[src/rtl/ackid_pkg.sv]
package ackid_pkg;
  localparam logic [2:0] A_CTRL  = 3'd0;
  localparam logic [2:0] A_INB   = 3'd1;
  localparam logic [2:0] A_OUTB  = 3'd2;
  localparam logic [2:0] A_OLD   = 3'd3;
  localparam logic [2:0] A_MAINT = 3'd4;
  localparam logic [2:0] A_LRESP = 3'd5;
  localparam logic [2:0] A_STAT  = 3'd6;

  localparam logic [2:0] CMD_RESET  = 3'b011;
  localparam logic [2:0] CMD_INSTAT = 3'b100;

  typedef enum logic [2:0] {
    SQ_IDLE, SQ_FLUSH, SQ_SEND, SQ_WAIT, SQ_STAT
  } seq_state_e;
endpackage

[src/rtl/ackid_tx_window.sv]
module ackid_tx_window #(
  parameter int ID_W  = 5,
  parameter int DEPTH = 8,
  localparam int CW   = $clog2(DEPTH + 1)
) (
  input  logic            clk,
  input  logic            rst,
  input  logic            clr,
  input  logic            out_wr,
  input  logic            old_wr,
  input  logic            err_clr,
  input  logic [ID_W-1:0] wdata,
  input  logic            send,
  input  logic            ack,
  output logic [ID_W-1:0] next_id,
  output logic [ID_W-1:0] old_id,
  output logic [CW-1:0]   cnt,
  output logic            err,
  output logic            retx_valid,
  output logic [ID_W-1:0] retx_base,
  output logic [CW-1:0]   retx_count
);
  logic [ID_W-1:0] offs;
  logic            in_win, do_send, do_ack;

  assign offs    = wdata - old_id;
  assign in_win  = ((ID_W+1)'(offs)) <= ((ID_W+1)'(cnt));
  assign do_send = send && (cnt != CW'(DEPTH));
  assign do_ack  = ack && (cnt != '0);

  always_ff @(posedge clk) begin
    if (rst) begin
      next_id    <= '0;
      old_id     <= '0;
      cnt        <= '0;
      err        <= 1'b0;
      retx_valid <= 1'b0;
      retx_base  <= '0;
      retx_count <= '0;
    end else begin
      retx_valid <= 1'b0;
      if (err_clr) err <= 1'b0;
      if (clr) begin
        old_id <= next_id;
        cnt    <= '0;
      end else if (out_wr) begin
        old_id <= wdata;
        if (cnt == '0) begin
          next_id <= wdata;
        end else begin
          next_id    <= wdata + ID_W'(cnt);
          retx_valid <= 1'b1;
          retx_base  <= wdata;
          retx_count <= cnt;
        end
      end else if (old_wr) begin
        if (cnt != '0) begin
          if (in_win) begin
            old_id <= wdata;
            cnt    <= cnt - CW'(offs);
          end else begin
            err <= 1'b1;
          end
        end
      end else begin
        if (do_send) next_id <= next_id + 1'b1;
        if (do_ack)  old_id  <= old_id + 1'b1;
        case ({do_send, do_ack})
          2'b10:   cnt <= cnt + 1'b1;
          2'b01:   cnt <= cnt - 1'b1;
          default: cnt <= cnt;
        endcase
      end
    end
  end

  assert_cnt_bound_R13: assert property (@(posedge clk) disable iff (rst)
    cnt <= CW'(DEPTH));
  assert_chain_R8: assert property (@(posedge clk) disable iff (rst)
    next_id == old_id + ID_W'(cnt));
  assert_clear_R2: assert property (@(posedge clk) disable iff (rst)
    clr |=> (cnt == '0));
  assert_no_change_R9: assert property (@(posedge clk) disable iff (rst)
    (old_wr && !clr && !out_wr && cnt != '0 && !in_win) |=>
      ($stable(old_id) && $stable(cnt) && $stable(next_id) && err));
  assert_empty_old_R7: assert property (@(posedge clk) disable iff (rst)
    (old_wr && !clr && !out_wr && cnt == '0) |=> ($stable(old_id) && $stable(next_id)));
endmodule

[src/rtl/ackid_rx_track.sv]
module ackid_rx_track #(
  parameter int ID_W = 5
) (
  input  logic            clk,
  input  logic            rst,
  input  logic            inb_wr,
  input  logic [ID_W-1:0] wdata,
  input  logic            rx_valid,
  input  logic [ID_W-1:0] rx_id,
  output logic [ID_W-1:0] exp_id,
  output logic            stopped,
  output logic            rx_accept
);
  always_ff @(posedge clk) begin
    if (rst) begin
      exp_id    <= '0;
      stopped   <= 1'b0;
      rx_accept <= 1'b0;
    end else begin
      rx_accept <= 1'b0;
      if (inb_wr) begin
        exp_id  <= wdata;
        stopped <= 1'b0;
      end else if (rx_valid && !stopped) begin
        if (rx_id == exp_id) begin
          exp_id    <= exp_id + 1'b1;
          rx_accept <= 1'b1;
        end else begin
          stopped <= 1'b1;
        end
      end
    end
  end

  assert_wr_drops_R3: assert property (@(posedge clk) disable iff (rst)
    inb_wr |=> (!rx_accept && !stopped));
  assert_stopped_drop_R4: assert property (@(posedge clk) disable iff (rst)
    (stopped && !inb_wr) |=> (!rx_accept && $stable(exp_id)));
endmodule

[src/rtl/ackid_linkreq_seq.sv]
module ackid_linkreq_seq
  import ackid_pkg::*;
#(
  parameter int RST_REQS = 4,
  localparam int SW      = $clog2(RST_REQS + 1)
) (
  input  logic       clk,
  input  logic       rst,
  input  logic       cmd_wr,
  input  logic [2:0] cmd,
  input  logic       req_ready,
  input  logic       lresp_valid,
  output logic       req_valid,
  output logic [2:0] req_cmd,
  output logic       tx_stop,
  output logic       out_err
);
  seq_state_e    state;
  logic [SW-1:0] sent;

  always_ff @(posedge clk) begin
    if (rst) begin
      state     <= SQ_IDLE;
      sent      <= '0;
      req_valid <= 1'b0;
      req_cmd   <= '0;
    end else begin
      case (state)
        SQ_IDLE: if (cmd_wr) begin
          if (cmd == CMD_RESET) begin
            state <= SQ_FLUSH;
          end else if (cmd == CMD_INSTAT) begin
            state     <= SQ_STAT;
            req_valid <= 1'b1;
            req_cmd   <= CMD_INSTAT;
          end
        end
        SQ_FLUSH: begin
          state     <= SQ_SEND;
          sent      <= '0;
          req_valid <= 1'b1;
          req_cmd   <= CMD_RESET;
        end
        SQ_SEND: if (req_ready) begin
          if (sent == SW'(RST_REQS - 1)) begin
            req_valid <= 1'b0;
            state     <= SQ_WAIT;
          end else begin
            sent <= sent + 1'b1;
          end
        end
        SQ_WAIT: if (lresp_valid) state <= SQ_IDLE;
        SQ_STAT: if (req_ready) begin
          req_valid <= 1'b0;
          state     <= SQ_IDLE;
        end
        default: state <= SQ_IDLE;
      endcase
    end
  end

  assign tx_stop = (state == SQ_FLUSH) || (state == SQ_SEND) || (state == SQ_WAIT);
  assign out_err = (state == SQ_WAIT);

  assert_req_hold_R10: assert property (@(posedge clk) disable iff (rst)
    (req_valid && !req_ready) |=> (req_valid && $stable(req_cmd)));
  assert_burst_bound_R10: assert property (@(posedge clk) disable iff (rst)
    (state == SQ_SEND) |-> (sent < SW'(RST_REQS)));
  assert_wait_hold_R10: assert property (@(posedge clk) disable iff (rst)
    (out_err && !lresp_valid) |=> out_err);
  assert_ignored_cmd_R11: assert property (@(posedge clk) disable iff (rst)
    (state == SQ_IDLE && cmd_wr && cmd != CMD_RESET && cmd != CMD_INSTAT) |=>
      (!req_valid && !tx_stop));
endmodule

[src/rtl/ackid_recovery_ctrl.sv]
module ackid_recovery_ctrl
  import ackid_pkg::*;
#(
  parameter int ID_W     = 5,
  parameter int DEPTH    = 8,
  parameter int RST_REQS = 4,
  parameter int LR_W     = 16
) (
  input  logic                         clk,
  input  logic                         rst,
  input  logic                         reg_wr,
  input  logic [2:0]                   reg_addr,
  input  logic [31:0]                  reg_wdata,
  output logic [31:0]                  reg_rdata,
  input  logic                         tx_pkt_sent,
  input  logic                         tx_ack,
  output logic [ID_W-1:0]              tx_next_id,
  output logic                         retx_valid,
  output logic [ID_W-1:0]              retx_base,
  output logic [$clog2(DEPTH+1)-1:0]   retx_count,
  input  logic                         rx_pkt_valid,
  input  logic [ID_W-1:0]              rx_pkt_id,
  output logic                         rx_accept,
  input  logic                         lresp_valid,
  input  logic [LR_W-1:0]              lresp_data,
  output logic                         sym_req_valid,
  output logic [2:0]                   sym_req_cmd,
  input  logic                         sym_req_ready,
  output logic                         tx_stop,
  output logic                         out_err,
  output logic                         ackid_err
);
  localparam int CW = $clog2(DEPTH + 1);

  logic            wr_clr, wr_inb, wr_outb, wr_old, wr_maint, wr_errclr;
  logic [ID_W-1:0] wid, old_id, exp_id;
  logic [CW-1:0]   cnt;
  logic            stopped;
  logic [2:0]      last_cmd;
  logic [LR_W-1:0] lresp_q;
  logic            unused_wbits;

  assign wid          = reg_wdata[ID_W-1:0];
  assign unused_wbits = ^reg_wdata[31:ID_W];
  assign wr_clr    = reg_wr && (reg_addr == A_CTRL) && reg_wdata[0];
  assign wr_inb    = reg_wr && (reg_addr == A_INB);
  assign wr_outb   = reg_wr && (reg_addr == A_OUTB);
  assign wr_old    = reg_wr && (reg_addr == A_OLD);
  assign wr_maint  = reg_wr && (reg_addr == A_MAINT);
  assign wr_errclr = reg_wr && (reg_addr == A_STAT) && reg_wdata[0];

  ackid_tx_window #(.ID_W(ID_W), .DEPTH(DEPTH)) u_win (
    .clk, .rst, .clr(wr_clr), .out_wr(wr_outb), .old_wr(wr_old), .err_clr(wr_errclr),
    .wdata(wid), .send(tx_pkt_sent), .ack(tx_ack), .next_id(tx_next_id), .old_id(old_id),
    .cnt(cnt), .err(ackid_err), .retx_valid(retx_valid), .retx_base(retx_base),
    .retx_count(retx_count)
  );

  ackid_rx_track #(.ID_W(ID_W)) u_rx (
    .clk, .rst, .inb_wr(wr_inb), .wdata(wid), .rx_valid(rx_pkt_valid), .rx_id(rx_pkt_id),
    .exp_id(exp_id), .stopped(stopped), .rx_accept(rx_accept)
  );

  ackid_linkreq_seq #(.RST_REQS(RST_REQS)) u_seq (
    .clk, .rst, .cmd_wr(wr_maint), .cmd(reg_wdata[2:0]), .req_ready(sym_req_ready),
    .lresp_valid(lresp_valid), .req_valid(sym_req_valid), .req_cmd(sym_req_cmd),
    .tx_stop(tx_stop), .out_err(out_err)
  );

  always_ff @(posedge clk) begin
    if (rst) begin
      last_cmd  <= '0;
      lresp_q   <= '0;
      reg_rdata <= '0;
    end else begin
      if (wr_maint)    last_cmd <= reg_wdata[2:0];
      if (lresp_valid) lresp_q  <= lresp_data;
      case (reg_addr)
        A_INB:   reg_rdata <= 32'(exp_id);
        A_OUTB:  reg_rdata <= 32'(tx_next_id);
        A_OLD:   reg_rdata <= 32'(old_id);
        A_MAINT: reg_rdata <= 32'(last_cmd);
        A_LRESP: reg_rdata <= 32'(lresp_q);
        A_STAT:  reg_rdata <= {16'd0, 8'(cnt), 5'd0, out_err, stopped, ackid_err};
        default: reg_rdata <= '0;
      endcase
    end
  end

  assert_lresp_capture_R12: assert property (@(posedge clk) disable iff (rst)
    lresp_valid |=> (lresp_q == $past(lresp_data)));
  assert_maint_echo_R11: assert property (@(posedge clk) disable iff (rst)
    wr_maint |=> (last_cmd == $past(reg_wdata[2:0])));
endmodule

[config.mk]
export PLATFORM = sky130hd
export DESIGN_NAME = ackid_recovery_ctrl
export DESIGN_NICKNAME = d
export VERILOG_FILES = /design/src/rtl/ackid_pkg.sv /design/src/rtl/ackid_tx_window.sv /design/src/rtl/ackid_rx_track.sv /design/src/rtl/ackid_linkreq_seq.sv /design/src/rtl/ackid_recovery_ctrl.sv
export SDC_FILE = /design/constraint.sdc
export NUM_CORES = 1
export LEC_CHECK = 0
export ABC_AREA = 1
export ABC_CLOCK_PERIOD_IN_PS = 2420
export BUFFER_PORTS_ARGS = -buffer_cell sky130_fd_sc_hd__buf_2
export CORE_MARGIN = 5
export CORE_UTILIZATION = 30
export CTS_CLUSTER_DIAMETER = 200
export CTS_CLUSTER_SIZE = 12
export DETAILED_ROUTE_END_ITERATION = 8
export HOLD_SLACK_MARGIN = 0.03
export PLACE_DENSITY_LB_ADDON = 0.12
export SYNTH_ARGS = -nofsm -noshare
export SYNTH_HDL_FRONTEND = slang
export SYNTH_SLANG_ARGS = --single-unit
[constraint.sdc]
create_clock -name clk -period 2.42 [get_ports clk]
set_clock_uncertainty 0.05 [all_clocks]
set_input_delay 0.242 -clock clk [delete_from_list [all_inputs] [get_ports clk]]
set_output_delay 0.242 -clock clk [all_outputs]
set_load 0.03 [all_outputs]
=== After elaboration in Yosys (flattened, before gate mapping) ===
Cells that the tools add are included.

* Register bits after elaboration: 93
* Latch bits: 0
* RAM bits: 0
* Bits in read-only memories: 0
* Output and inout port bits: 55
* Memories: 0

* $add $sub $neg: 9
* $mul: 0
* Div/mod/pow operators: 0
* Order comparisons: 1
* Equality and inequality tests: 31
* Shifts and indexed selects: 0
* Mux-type cells: 47
* Bitwise operators: 5
* Reductions and logical operators: 40

{| class="wikitable"
|+ Operators with widths
! kind !! number
|-
| $pmux W16 S6 || 1
|-
| $mux W5 || 13
|-
| $mux W3 || 11
|-
| $eq A3 B2 Y1 const B || 6
|-
| $add A5 B1 Y5 const B || 3
|-
| $eq A3 B3 Y1 const B || 5
|-
| $pmux W3 S5 || 1
|-
| $mux W1 || 14
|-
| $ne A2 B2 Y1 const B || 7
|-
| $mux W4 || 3
|-
| $pmux W3 S2 || 2
|-
| $reduce_and A3 Y1 || 4
|-
| $reduce_bool A4 Y1 || 3
|-
| $logic_and A1 B1 Y1 || 11
|-
| $reduce_bool A2 Y1 || 5
|-
| $ne A2 B1 Y1 const B || 4
|-
| $ne A4 B2 Y1 const B || 2
|-
| $pmux W4 S2 || 1
|-
| $reduce_and A4 Y1 || 2
|-
| $reduce_and A7 Y1 || 1
|-
| $eq A3 B1 Y1 const B || 2
|-
| $logic_not A3 Y1 || 2
|-
| $reduce_and A6 Y1 || 1
|-
| $reduce_or A3 Y1 || 2
|-
| 20 further kinds || 27
|}

=== Depth between registers and ports, before layout ===
* Word-level depth: 9
* Mapped depth: 19
* Mapped depth without buffers: 18

=== Hierarchy ===
A second synthesis with hierarchy kept.

* Cells, all modules: 673
* Area, all modules: 4669.5 um^2

{| class="wikitable"
|+ By module, submodules not included
! module !! instances !! cells each !! area an instance (um^2) !! seq. area each (um^2)
|-
| ackid_tx_window || 1 || 278 || 1944.4 || 500.5
|-
| ackid_recovery_ctrl || 1 || 225 || 1647.8 || 700.7
|-
| ackid_linkreq_seq || 1 || 89 || 565.5 || 180.2
|-
| ackid_rx_track || 1 || 81 || 511.7 || 140.1
|}

=== Least setup slack after synthesis ===
OpenSTA, ideal clock, no wires.

* Path type: register -> register
* Start: reg u_win.cnt[1]
* End: reg u_win.cnt[3]
* Data arrival time: 2256 ps
* Data required time: 2257 ps
* Setup slack: 1 ps
* Cell stages (with the launch flop): 20
* Clock period less this slack: 2419 ps
* Cell sequence: dfxtp_1 -> nor2_1 -> nand2_1 -> nor2_2 -> buf_2 -> nor2_1 -> ha_1 -> nand2_1 -> o21ai_0 -> ha_1 -> nand2_1 -> nand2_1 -> a31oi_1 -> inv_1 -> nand2_1 -> nand2_1 -> nor2_1 -> nand2_1 -> nand2_1 -> nor2_1

* Word-level cells in the longest chain between the ends: 5
* Elaborated cells on any way between the ends: 18
* Classes of those cells: 3 x add/sub; 1 x order compare; 5 x eq/ne; 4 x mux; 5 x reduce/logical

{| class="wikitable"
|+ Ends and longest elaborated chain
! element !! line !! RTL
|-
| start: declaration || ackid_tx_window.sv:17 || <nowiki>output logic [CW-1:0] cnt,</nowiki>
|-
| start signal: assignment || ackid_tx_window.sv:60 || <nowiki>cnt <= cnt - CW'(offs);</nowiki>
|-
| start signal: assignment || ackid_tx_window.sv:69 || <nowiki>2'b10: cnt <= cnt + 1'b1;</nowiki>
|-
| start signal: assignment || ackid_tx_window.sv:70 || <nowiki>2'b01: cnt <= cnt - 1'b1;</nowiki>
|-
| parallel branches: the longest is 5 deep, another holds $sub A4 B4 Y4 || - ||
|}

Parallel ways; which one is timed is not known. The select of a mux whose other input is x is not followed.
A chain may end at the register's enable or synchronous reset.

=== Worst setup path after layout ===
* Start: reg u_win.old_id[0]
* End: reg u_win.old_id[0]

* Word-level cells in the longest chain between the ends: 5
* Elaborated cells on any way between the ends: 9
* Classes of those cells: 2 x add/sub; 1 x order compare; 1 x eq/ne; 4 x mux; 1 x reduce/logical

{| class="wikitable"
|+ Ends and longest elaborated chain
! element !! line !! RTL
|-
| start: declaration || ackid_tx_window.sv:16 || <nowiki>output logic [ID_W-1:0] old_id,</nowiki>
|-
| start signal: assignment || ackid_tx_window.sv:44 || <nowiki>old_id <= next_id;</nowiki>
|-
| start signal: assignment || ackid_tx_window.sv:47 || <nowiki>old_id <= wdata;</nowiki>
|-
| start signal: assignment || ackid_tx_window.sv:59 || <nowiki>old_id <= wdata;</nowiki>
|-
| parallel branches: the longest is 5 deep, another holds $sub A5 B5 Y5 || - ||
|}

Parallel ways; which one is timed is not known. The select of a mux whose other input is x is not followed.

==> impl_metrics.yaml <==
outcome:
  outcome: "complete, but fails checks"
  violations: "setup timing"
detailed_routing:
  viasPerCell: 4.646
  drt-initial-drc-count: 217
  first_pass_iters: 4
  routed-via-count: 4056
  wl_per_cell_um: 14.20
  route.detailed.drc: 0
  ant_nets: 0
  routed_wl_um: 12390
global_routing:
  grt_pass1_wl_um: 19840
  grtUsageTotal_pct: 15.15
  grt_pass1_vias: 3907
  grt_max_degree: 27
  grt.overflow.total: 0
  antenna_found_initial: 0
setup_path:
  worstSetupPathType: "reg2reg"
  crit_path_max_fanout: 5
  cp.arrival_ns: 2.65
  worstPathRequired_ns: 2.64
  crit_path_top_delay_cell: "fa_2"
  critPathBufInv: 2
  cp_common_cell: "nand2_1"
  start_kind: "flip-flop"
  cp_slowest_stage_delay_ns: 0.36
  crit_chain: "ha_4 > inv_2 > fa_2 > xor2_2 > ha_1 > nand2_1 > nand2_1 > nand2_1 > nand2_1 > nor2_1 > nand2_1 > nand3_2 > buf_6 > nand3_4 > nand2_1 > nand2_1 > nor2_1"
  critPathTopFamily: "simple AND/OR/NAND/NOR gates"
  worstSetupEndpointType: "flip-flop"
sta:
  worstMarginPinSlew_ns: 0.5447
  fmax_mhz: 411.1
  whs_ns: 0.07598
  fin_crit_ns: 2.432
  slew_headroom_pct: 63.57
  hold_viol_final: 0
  worst_slack_ns: -0.01241
  drv_slew: 0
  fin_crit_sh_pct: 100.5
  rsz0062_at_grt: "true"
  finalSetupViolCount: 1
  finalSetupTns_ns: -0.01241
floorplanning:
  die_x_um: 128.4
  rows: 43
  die_y_um: 128.4
  io_pins: 119
  die-area_um2: 16490
  initial_core_util_pct: 30.41
  fp.coreArea_um2: 13830
synthesis:
  avgSynthCellArea_um2: 7.213
  synth_cells: 583
  ys_warn_count: 0
  syn_area_um2: 4205
  synth_ff_type: "dfxtp_1"
  seq_area_frac_synth_pct: 36.18
  synth_edf_count: 0
  async_reset_ff_share_pct: 0
  ys_types: 45
  synth-seq-cells: 76
power_and_ir_drop:
  sequentialPowerShare_pct: 31.4
  peakVddDrop_v: 0.0003444
  netSwitchingPower_w: 0.001752
  powerDensity_nw_per_um2: 874.9
  internal_power_w: 0.002911
  swShare_pct: 37.57
  p_comb_share_pct: 39.0
  clock_power_share_pct: 29.7
  p_leak_nw: 2.546
final_layout:
  drive_gt1_share_pct: 24.39
  mostFrequentLayoutCells: "nand2_1, nor2_1, buf_2, dfxtp_1, inv_1"
  area_growth_pct: 26.75
  layout.nets: 776
  mostFrequentLayoutCell: "nand2_1"
  antennaDiodeCount: 0
hold_path:
  hold_path.class: "in2reg"
place:
  gp_congestion: 0.8526
  io_buffers: 75
  dpl.hpwl_um: 9583
clock_network:
  cts_tree: "done"
  clk_latency_ns: 0.34
  htree_levels: 3
  cts-hold-fix-buffers: 0
  clockBufferDepth: 2
  clock_sinks: 76
  path_clk_slew_ns: 0.06
  cts_inserted_buffers: 9
  root_buffer: "clkbuf_16"
flow_run:
  cap_violations: 0
## registers in the layout, indices dropped and copies added (netlist names), 2 cells and up
register	cells
u_win.old_id	5
u_seq.state	3
lresp_q	16
u_win.cnt	4
u_win.next_id	5
u_win.retx_base	5
u_win.retx_count	4
u_seq.sent	3
reg_rdata	16
last_cmd	3
u_seq.req_cmd	2
u_rx.exp_id	5
## timing repair
item	in CTS	in global routing
pin swaps	0	6
setup buffers	0	1
gates cloned	0	1
gates resized for setup	4	22
endpoints found under the setup margin	10	10
## metal layers
layer	wire length [µm]	track usage [%]	vias up
met1	5709	19.66	1866
met2	5973	25.41	90
met4	116	4.619	0
li1	-	-	2092
met5	0	0	-
met3	594	3.030	8
## logic make-up after synthesis
logic type	Yosys count	share of synthesized area, %
compound gates	132	17.38
xor+xnor	17	3.541
fa+ha+maj	24	7.676
buf+inv	96	10.50
flops	76	36.18
other cells	1	0.08917
simple gates	237	24.64
## worst paths after layout
check / from / to / slack [ns] / cells past startpoint
hold / removal: lresp_data[6] / lresp_q[6] / 0.08 / 3
hold reg to reg: lresp_q[7] / reg_rdata[7] / 0.39 / 2
setup reg to reg: u_win.old_id[0] / u_win.old_id[0] / -0.01 / 17
setup / recovery: u_win.old_id[0] / u_win.old_id[0] / -0.01 / 17
## metrics by stage
step / cells / power (W) / setup slack [ns] / instance area, µm² / utilization (%)
3_3_place_gp: 855 / 0.003124 / -0.1775 / 4908 / 35.50
4_1_cts: 871 / 0.004580 / -0.003115 / 5224 / 37.78
5_1_grt: 873 / 0.005036 / -0.2704 / 5330 / 38.55
2_1_floorplan: 598 / 0.002604 / 0.0009754 / 4262 / -
3_5_place_dp: 855 / 0.003158 / -0.2091 / 4908 / 35.50
6_report: 873 / 0.004664 / -0.01241 / 5330 / 38.55
## synth_stat cells, drive strengths merged (2+ instances only)
cell / instances / area share (%)
a21oi: 51 / 6.1
a221oi: 2 / 0.42
a22oi: 4 / 0.71
a31oi: 2 / 0.30
buf: 21 / 3.8
clkbuf: 9 / 0.83
clkinv: 2 / 0.18
dfxtp: 76 / 36
fa: 3 / 1.4
ha: 21 / 6.2
inv: 64 / 5.7
nand2: 105 / 9.4
nand3: 30 / 4.5
nand4: 2 / 0.45
nor2: 90 / 8.6
nor3: 6 / 0.98
o211a: 2 / 0.48
o211ai: 2 / 0.36
o21ai: 60 / 7.2
o22ai: 3 / 0.45
or2: 3 / 0.45
xnor2: 5 / 1.0
xor2: 12 / 2.5
## cell type report
class	count	area (µm²)
Fill cell	1441	8497
Multi-Input combinational cell	427	2395
Sequential cell	76	1523
Timing Repair Buffer	108	630.6
Inverter	66	247.7
Clock buffer	9	225.2
Tap cell	180	225.2
Clock inverter	7	83.83
## worst reg2reg max path, stage by stage (launching register included)
cell and delay [ns]:
dfxtp_2 0.35, ha_4 0.13, inv_2 0.04, fa_2 0.36, xor2_2 0.19, ha_1 0.29
nand2_1 0.07, nand2_1 0.04, nand2_1 0.05, nand2_1 0.05, nor2_1 0.09, nand2_1 0.07
nand3_2 0.09, buf_6 0.12, nand3_4 0.11, nand2_1 0.09, nand2_1 0.05, nor2_1 0.12
## power groups by stage
stage          clock, W  sequential [W]  combinational, W
2_1_floorplan         0         0.00156           0.00104
3_3_place_gp          0         0.00148           0.00164
3_5_place_dp          0         0.00149           0.00167
4_1_cts         0.00143         0.00146           0.00169
5_1_grt         0.00149         0.00148           0.00207
6_report        0.00138         0.00146           0.00182
(Power assumes the default switching activity.)
